## src/rtl/cdbus_pkg.sv

```systemverilog
package cdbus_pkg;

  localparam int ADDR_W   = 10;
  localparam int SEL_W    = 3;
  localparam int OFF_W    = 4;
  localparam int SEL_LAST = 4;
  localparam logic [ADDR_W-1:0] BASE_ROOT = 10'h300;

  typedef enum logic [2:0] {
    EV_NONE,
    EV_DPRST,
    EV_UDATA,
    EV_UCTRL,
    EV_RDY,
    EV_ATTN,
    EV_STEP
  } port_ev_e;

  // First port of the group picked by the select value.
  function automatic logic [ADDR_W-1:0] group_base(input logic [SEL_W-1:0] sel);
    return BASE_ROOT + ADDR_W'({sel, {OFF_W{1'b0}}});
  endfunction

  // Meaning of an offset inside the group, given the access direction.
  function automatic port_ev_e classify(input logic [OFF_W-1:0] off, input logic is_rd);
    case (off)
      4'd0:       return EV_DPRST;
      4'd2:       return EV_UDATA;
      4'd3:       return EV_UCTRL;
      4'd4, 4'd5: return is_rd ? EV_RDY : EV_NONE;
      4'd6, 4'd7: return is_rd ? EV_ATTN : EV_NONE;
      4'd8, 4'd9: return EV_STEP;
      default:    return EV_NONE;
    endcase
  endfunction

endpackage

```

## src/rtl/cdbus_addr_match.sv

```systemverilog
module cdbus_addr_match
  import cdbus_pkg::*;
(
  input  logic [ADDR_W-1:0] addr,
  input  logic [SEL_W-1:0]  base_sel,
  input  logic              is_rd,
  output port_ev_e          ev
);

  logic [ADDR_W-1:0] base_addr;
  logic              sel_ok;
  logic              group_hit;

  assign base_addr = group_base(base_sel);
  assign sel_ok    = (int'(base_sel) <= SEL_LAST);
  assign group_hit = sel_ok && (addr[ADDR_W-1:OFF_W] == base_addr[ADDR_W-1:OFF_W]);
  assign ev        = group_hit ? classify(addr[OFF_W-1:0], is_rd) : EV_NONE;

endmodule

```

## src/rtl/cdbus_pulse_gen.sv

```systemverilog
module cdbus_pulse_gen #(
  parameter int LOW_CYCLES = 2,
  parameter int ATTN_HALF  = 64
) (
  input  logic clk,
  input  logic rst_n,
  input  logic step_req,
  output logic gen_dclk,
  output logic gen_data,
  output logic gen_attn,
  output logic busy
);

  localparam int PERIOD = 2 * ATTN_HALF;
  localparam int IDX_W  = $clog2(PERIOD);
  localparam int CNT_W  = (LOW_CYCLES > 1) ? $clog2(LOW_CYCLES) : 1;

  logic [IDX_W-1:0] bit_idx;
  logic [CNT_W-1:0] low_cnt;
  logic             st_low;
  logic             data_q;
  logic             attn_q;
  logic             start;
  logic             finish;

  function automatic logic data_for(input logic [IDX_W-1:0] idx);
    return ~idx[0];
  endfunction

  function automatic logic attn_for(input logic [IDX_W-1:0] idx);
    return (int'(idx) < ATTN_HALF);
  endfunction

  function automatic logic [IDX_W-1:0] idx_next(input logic [IDX_W-1:0] idx);
    return (int'(idx) == PERIOD - 1) ? '0 : idx + 1'b1;
  endfunction

  assign start  = step_req && !st_low;
  assign finish = st_low && (low_cnt == '0);

  always_ff @(posedge clk) begin
    if (!rst_n) begin
      st_low  <= 1'b0;
      low_cnt <= '0;
      bit_idx <= '0;
      data_q  <= 1'b0;
      attn_q  <= 1'b0;
    end else if (start) begin
      st_low  <= 1'b1;
      low_cnt <= CNT_W'(LOW_CYCLES - 1);
      data_q  <= data_for(bit_idx);
      attn_q  <= attn_for(bit_idx);
      bit_idx <= idx_next(bit_idx);
    end else if (finish) begin
      st_low  <= 1'b0;
    end else if (st_low) begin
      low_cnt <= low_cnt - 1'b1;
    end
  end

  assign gen_dclk = ~st_low;
  assign gen_data = data_q;
  assign gen_attn = attn_q;
  assign busy     = st_low;

  AST_LOW_MIN: assert property (@(posedge clk) disable iff (!rst_n)
    $fell(st_low) |-> $past(st_low, 2));
  AST_DATA_HELD: assert property (@(posedge clk) disable iff (!rst_n)
    !$rose(st_low) |-> ($stable(data_q) && $stable(attn_q)));
  AST_NO_RESTART: assert property (@(posedge clk) disable iff (!rst_n)
    (st_low && low_cnt != '0) |=> st_low);

endmodule

```

## src/rtl/cdbus_bus_mux.sv

```systemverilog
module cdbus_bus_mux (
  input  logic test_mode,
  input  logic gen_dclk,
  input  logic gen_data,
  input  logic gen_attn,
  input  logic drv_dclk,
  input  logic drv_data,
  input  logic drv_attn,
  output logic dclk_out,
  output logic data_out,
  output logic attn_out
);

  always_comb begin
    if (test_mode) begin
      dclk_out = gen_dclk;
      data_out = gen_data;
      attn_out = gen_attn;
    end else begin
      dclk_out = drv_dclk;
      data_out = drv_data;
      attn_out = drv_attn;
    end
  end

endmodule

```

## src/rtl/cdbus_port_decoder.sv

```systemverilog
module cdbus_port_decoder
  import cdbus_pkg::*;
#(
  parameter int LOW_CYCLES = 2,
  parameter int ATTN_HALF  = 64
) (
  input  logic              clk,
  input  logic              rst_n,
  input  logic [ADDR_W-1:0] addr,
  input  logic              ior_n,
  input  logic              iow_n,
  input  logic [SEL_W-1:0]  base_sel,
  input  logic              uart_dtr_n,
  input  logic              drv_dclk,
  input  logic              drv_data,
  input  logic              drv_attn,
  output logic              uart_data_sel,
  output logic              uart_ctrl_sel,
  output logic              rdy_rd,
  output logic              attn_rd,
  output logic              dp_reset,
  output logic              card_owns_bus,
  output logic              dma_permit,
  output logic              dclk_out,
  output logic              data_out,
  output logic              attn_out
);

  port_ev_e ev;
  logic     io_act;
  logic     io_q;
  logic     acc_go;
  logic     test_mode;
  logic     step_req;
  logic     gen_dclk;
  logic     gen_data;
  logic     gen_attn;
  logic     gen_busy;

  assign io_act    = !ior_n || !iow_n;
  assign acc_go    = io_act && !io_q;
  assign test_mode = uart_dtr_n;
  assign step_req  = acc_go && (ev == EV_STEP) && test_mode;

  cdbus_addr_match u_match (
    .addr     (addr),
    .base_sel (base_sel),
    .is_rd    (!ior_n),
    .ev       (ev)
  );

  always_ff @(posedge clk) begin
    if (!rst_n) begin
      io_q     <= 1'b0;
      dp_reset <= 1'b0;
    end else begin
      io_q     <= io_act;
      dp_reset <= acc_go && (ev == EV_DPRST);
    end
  end

  assign uart_data_sel = io_act && (ev == EV_UDATA);
  assign uart_ctrl_sel = io_act && (ev == EV_UCTRL);
  assign rdy_rd        = io_act && (ev == EV_RDY);
  assign attn_rd       = io_act && (ev == EV_ATTN);
  assign card_owns_bus = test_mode;
  assign dma_permit    = !test_mode;

  cdbus_pulse_gen #(
    .LOW_CYCLES (LOW_CYCLES),
    .ATTN_HALF  (ATTN_HALF)
  ) u_gen (
    .clk      (clk),
    .rst_n    (rst_n),
    .step_req (step_req),
    .gen_dclk (gen_dclk),
    .gen_data (gen_data),
    .gen_attn (gen_attn),
    .busy     (gen_busy)
  );

  cdbus_bus_mux u_mux (
    .test_mode (test_mode),
    .gen_dclk  (gen_dclk),
    .gen_data  (gen_data),
    .gen_attn  (gen_attn),
    .drv_dclk  (drv_dclk),
    .drv_data  (drv_data),
    .drv_attn  (drv_attn),
    .dclk_out  (dclk_out),
    .data_out  (data_out),
    .attn_out  (attn_out)
  );

  AST_SEL_ONEHOT: assert property (@(posedge clk) disable iff (!rst_n)
    $onehot0({uart_data_sel, uart_ctrl_sel, rdy_rd, attn_rd}));
  AST_DPRST_SINGLE: assert property (@(posedge clk) disable iff (!rst_n)
    dp_reset |=> !dp_reset);
  AST_DPRST_CAUSE: assert property (@(posedge clk) disable iff (!rst_n)
    dp_reset |-> $past(io_act));
  AST_PULSE_MODE: assert property (@(posedge clk) disable iff (!rst_n)
    $fell(gen_dclk) |-> $past(uart_dtr_n));
  AST_BUSY_CLOCK: assert property (@(posedge clk) disable iff (!rst_n)
    gen_busy |-> !gen_dclk);

endmodule

```

## config.mk

```make
export PLATFORM = sky130hd
export DESIGN_NAME = cdbus_port_decoder
export DESIGN_NICKNAME = d
export VERILOG_FILES = /design/src/rtl/cdbus_pkg.sv /design/src/rtl/cdbus_addr_match.sv /design/src/rtl/cdbus_pulse_gen.sv /design/src/rtl/cdbus_bus_mux.sv /design/src/rtl/cdbus_port_decoder.sv
export SDC_FILE = /design/constraint.sdc
export NUM_CORES = 1
export LEC_CHECK = 0
export BUFFER_PORTS_ARGS = -buffer_cell sky130_fd_sc_hd__buf_2
export CELL_PAD_IN_SITES_DETAIL_PLACEMENT = 0
export CELL_PAD_IN_SITES_GLOBAL_PLACEMENT = 1
export CORE_ASPECT_RATIO = 1.25
export CORE_MARGIN = 5
export CORE_UTILIZATION = 33
export DETAILED_ROUTE_END_ITERATION = 8
export PLACE_DENSITY_LB_ADDON = 0.1
export SLEW_MARGIN = 0
export SYNTH_ARGS = -nofsm -noshare
export SYNTH_HDL_FRONTEND = slang
export SYNTH_HIERARCHICAL = 1
export SYNTH_SLANG_ARGS = --single-unit
```

## constraint.sdc

```tcl
create_clock -name clk -period 4.1 [get_ports clk]
set_input_delay 0.615 -clock clk [delete_from_list [all_inputs] [get_ports clk]]
set_output_delay 0.615 -clock clk [all_outputs]
set_load 0.05 [all_outputs]
```

==> flow_metrics.tcl <==
set metrics [dict create \
    outcome "finished, final reports clean" \
    min_to "dp_reset$_SDFF_PN0_" \
    setup_viol 0 \
    timing.rr.start "io_q$_SDFF_PN0_" \
    die_h_um 64.9 \
    slowest_stage "nor4_1" \
    fin_area_um2 997 \
    dieArea_mm2 0.00349 \
    period_needed_ps 2960 \
    fin_ws_ps 1140 \
    cts_hold_buf 0 \
    wire_per_inst_um 11.3 \
    post_cts_resized 0 \
    grt-ovfl-total 0 \
    grt_pass1_vias 691 \
    antenna_found_initial 0 \
    post_dp_cell_area_um2 971 \
    nFillCells 264 \
    rr_endpoint "u_gen/bit_idx[5]$_SDFFE_PN0P_" \
    syn_nets 116 \
    clock.fmax_mhz 338 \
    min-delay-start "io_q$_SDFF_PN0_" \
    hpwl_um 1480 \
    dieWidth_um 53.9 \
    pre_cts_ws_ps 985 \
    std_cell_rows 20 \
    coreArea_mm2 0.00238 \
    grt_max_degree 12 \
    clock_path_buffers 2 \
    skew_ps 0.588 \
    yosysMostFrequentCell "dfxtp_1" \
    critPathLaunchType "primary input" \
    rsz0062_at_grt "false" \
    synth_edf_count 0 \
    rrSetupSlack_ps 2560 \
    syn_area_um2 795 \
    gp_congestion 0.714 \
    peakVddDrop_mv 0.170 \
    synth_common_cells "13 x dfxtp_1, 11 x nor2_1, 9 x a21oi_1" \
    drive_gt1_share_pct 34.9 \
    port_buffers 30 \
    reg2regPathDepth 5 \
    yosys-top-cells-area "dfxtp_1 33%, a21oi_1 5.7%, mux2_2 5.7%" \
    drtAntennaViolNets 0 \
    cp_max_fo 4 \
    clk_pin_slew_ps 70 \
    synth_top_flop_cell "dfxtp_1" \
    ys_seq_area_share_pct 32.8 \
    crit_family "simple AND/OR/NAND/NOR gates" \
    cts_setup_buffers 0 \
    tns_ps 0 \
    grt_pass1_wl_um 2870 \
    hold_class "flop to flop" \
    cp.arrival_ps 2340 \
    critPathCaptureType "primary output" \
    vias 762 \
    crit_path_cell_trace "buf_2, nand2b_4, a2111o_1, nor4_1, nand2b_1, nor2_1, buf_2" \
    required_ps 3480 \
    synth_area_per_cell_um2 8.45 \
    cts_tree "yes" \
    critPathMaxStageDelay_ps 510 \
    drt_iter0_drc 19 \
    synthDistinctLibCells 34 \
    synth_warnings 6 \
    power_per_cell_area_mw_per_mm2 247 \
    vias_per_cell 4.79 \
    hold_viol_final 0 \
    synth-seq-cells 13 \
    area_growth_pct 25.5 \
    start_util_pct 33.4 \
    fin_nets 149 \
    worst_pin_slew_ps 572 \
    clock-root-buffer "clkbuf_4" \
    critPathBufInv 2 \
    ios 31 \
    post-route-drc-count 0 \
    synth_top_area_share_pct 32.8 \
    critPathKind "primary input to primary output" \
    synth_top_area_cell "dfxtp_1" \
    diodes 0 \
    hold_path_depth 1 \
    insertion_delay_ps 270 \
    htree_levels 1 \
    dr.pass1.iters 4 \
    postSynthCellCount 94 \
    crit_path_frequent_cell "buf_2" \
    p_leak_uw 0.000456 \
    slew_violations 0 \
    grt_use_total_pct 11.0 \
    relSlewSlack_pct 61.5 \
    cts_num_sinks 13 \
    period_share_pct 72.1 \
    maxCapViolations 0 \
    drt-total-wl_um 1790 \
    cts_buffers 3 \
    synthArstFlopShare_pct 0 \
]
cells by family after synthesis:
logic type | share of synthesized area (%)
buffers and inverters | 5.20
muxes | 6.93
and+or+nand+nor | 35.9
xor gates and xnor gates | 4.41
adders and majority gates | 1.57
AOI/OAI and AO/OA | 13.2
DFF | 32.8
layout by cell type (no fill, tap or decap), types with 3 or more instances in the layout:
master / instances
mux2_2: 4
nand2_1: 6
a21oi_1: 9
clkbuf_4: 3
nand3_1: 3
nor3_1: 5
buf_2: 30
dfxtp_1: 13
or3_1: 4
xor2_1: 3
inv_1: 5
nor2_1: 11
nor4_1: 3
registers in the layout, indices dropped and copies added, names as in the netlist:
name / flops
u_gen/bit_idx: 7
dp_reset: 1
u_gen/gen_attn: 1
u_gen/gen_data: 1
u_gen/low_cnt: 1
u_gen/busy: 1
io_q: 1
power breakdown:
part           switching [uW]  leakage, uW  internal [uW]
Clock                    38.9    0.0000150           37.7
Combinational            23.5     0.000335           16.9
Sequential               1.56     0.000105            128
final cells by class:
type	instances	area (um2)	share of cell area, %
Multi-Input combinational cell	73	493	49.4
Sequential cell	13	260	26.1
Timing Repair Buffer	31	158	15.8
Tap cell	33	41.3	4.14
Clock buffer	4	26.3	2.63
Inverter	5	18.8	1.88
layer usage:
metal	track usage [%]	vias to the layer above	wire length, um
met2	18.2	21	909
met3	2.99	2	145
met5	0	-	0
met4	5.75	0	12
li1	-	401	-
met1	12.5	338	725
how the worst max path moves through the flow:
stage	depth (start not counted)	startpoint	to	slack [ps]
2_1_floorplan	5	base_sel[1]	rdy_rd	830
3_3_place_gp	10	base_sel[1]	u_gen/bit_idx[5]$_SDFFE_PN0P_	1070
3_5_place_dp	10	base_sel[1]	u_gen/bit_idx[5]$_SDFFE_PN0P_	980
4_1_cts	7	base_sel[1]	attn_rd	1150
5_1_grt	10	base_sel[1]	u_gen/bit_idx[5]$_SDFFE_PN0P_	990
6_report	7	base_sel[1]	attn_rd	1140
through the flow:
stage / hold slack (ps) / power, uW / utilization [%] / std cells
after CTS: 455 / 252 / 41.9 / 159
after global routing: 469 / 261 / 41.9 / 159
after detailed placement: 443 / 173 / 40.8 / 155
final: 445 / 246 / 41.9 / 159
after floorplan: 416 / 156 / - / 94
after global placement: 446 / 173 / 40.8 / 155
Note: power is estimated with default switching activity, not from simulation.
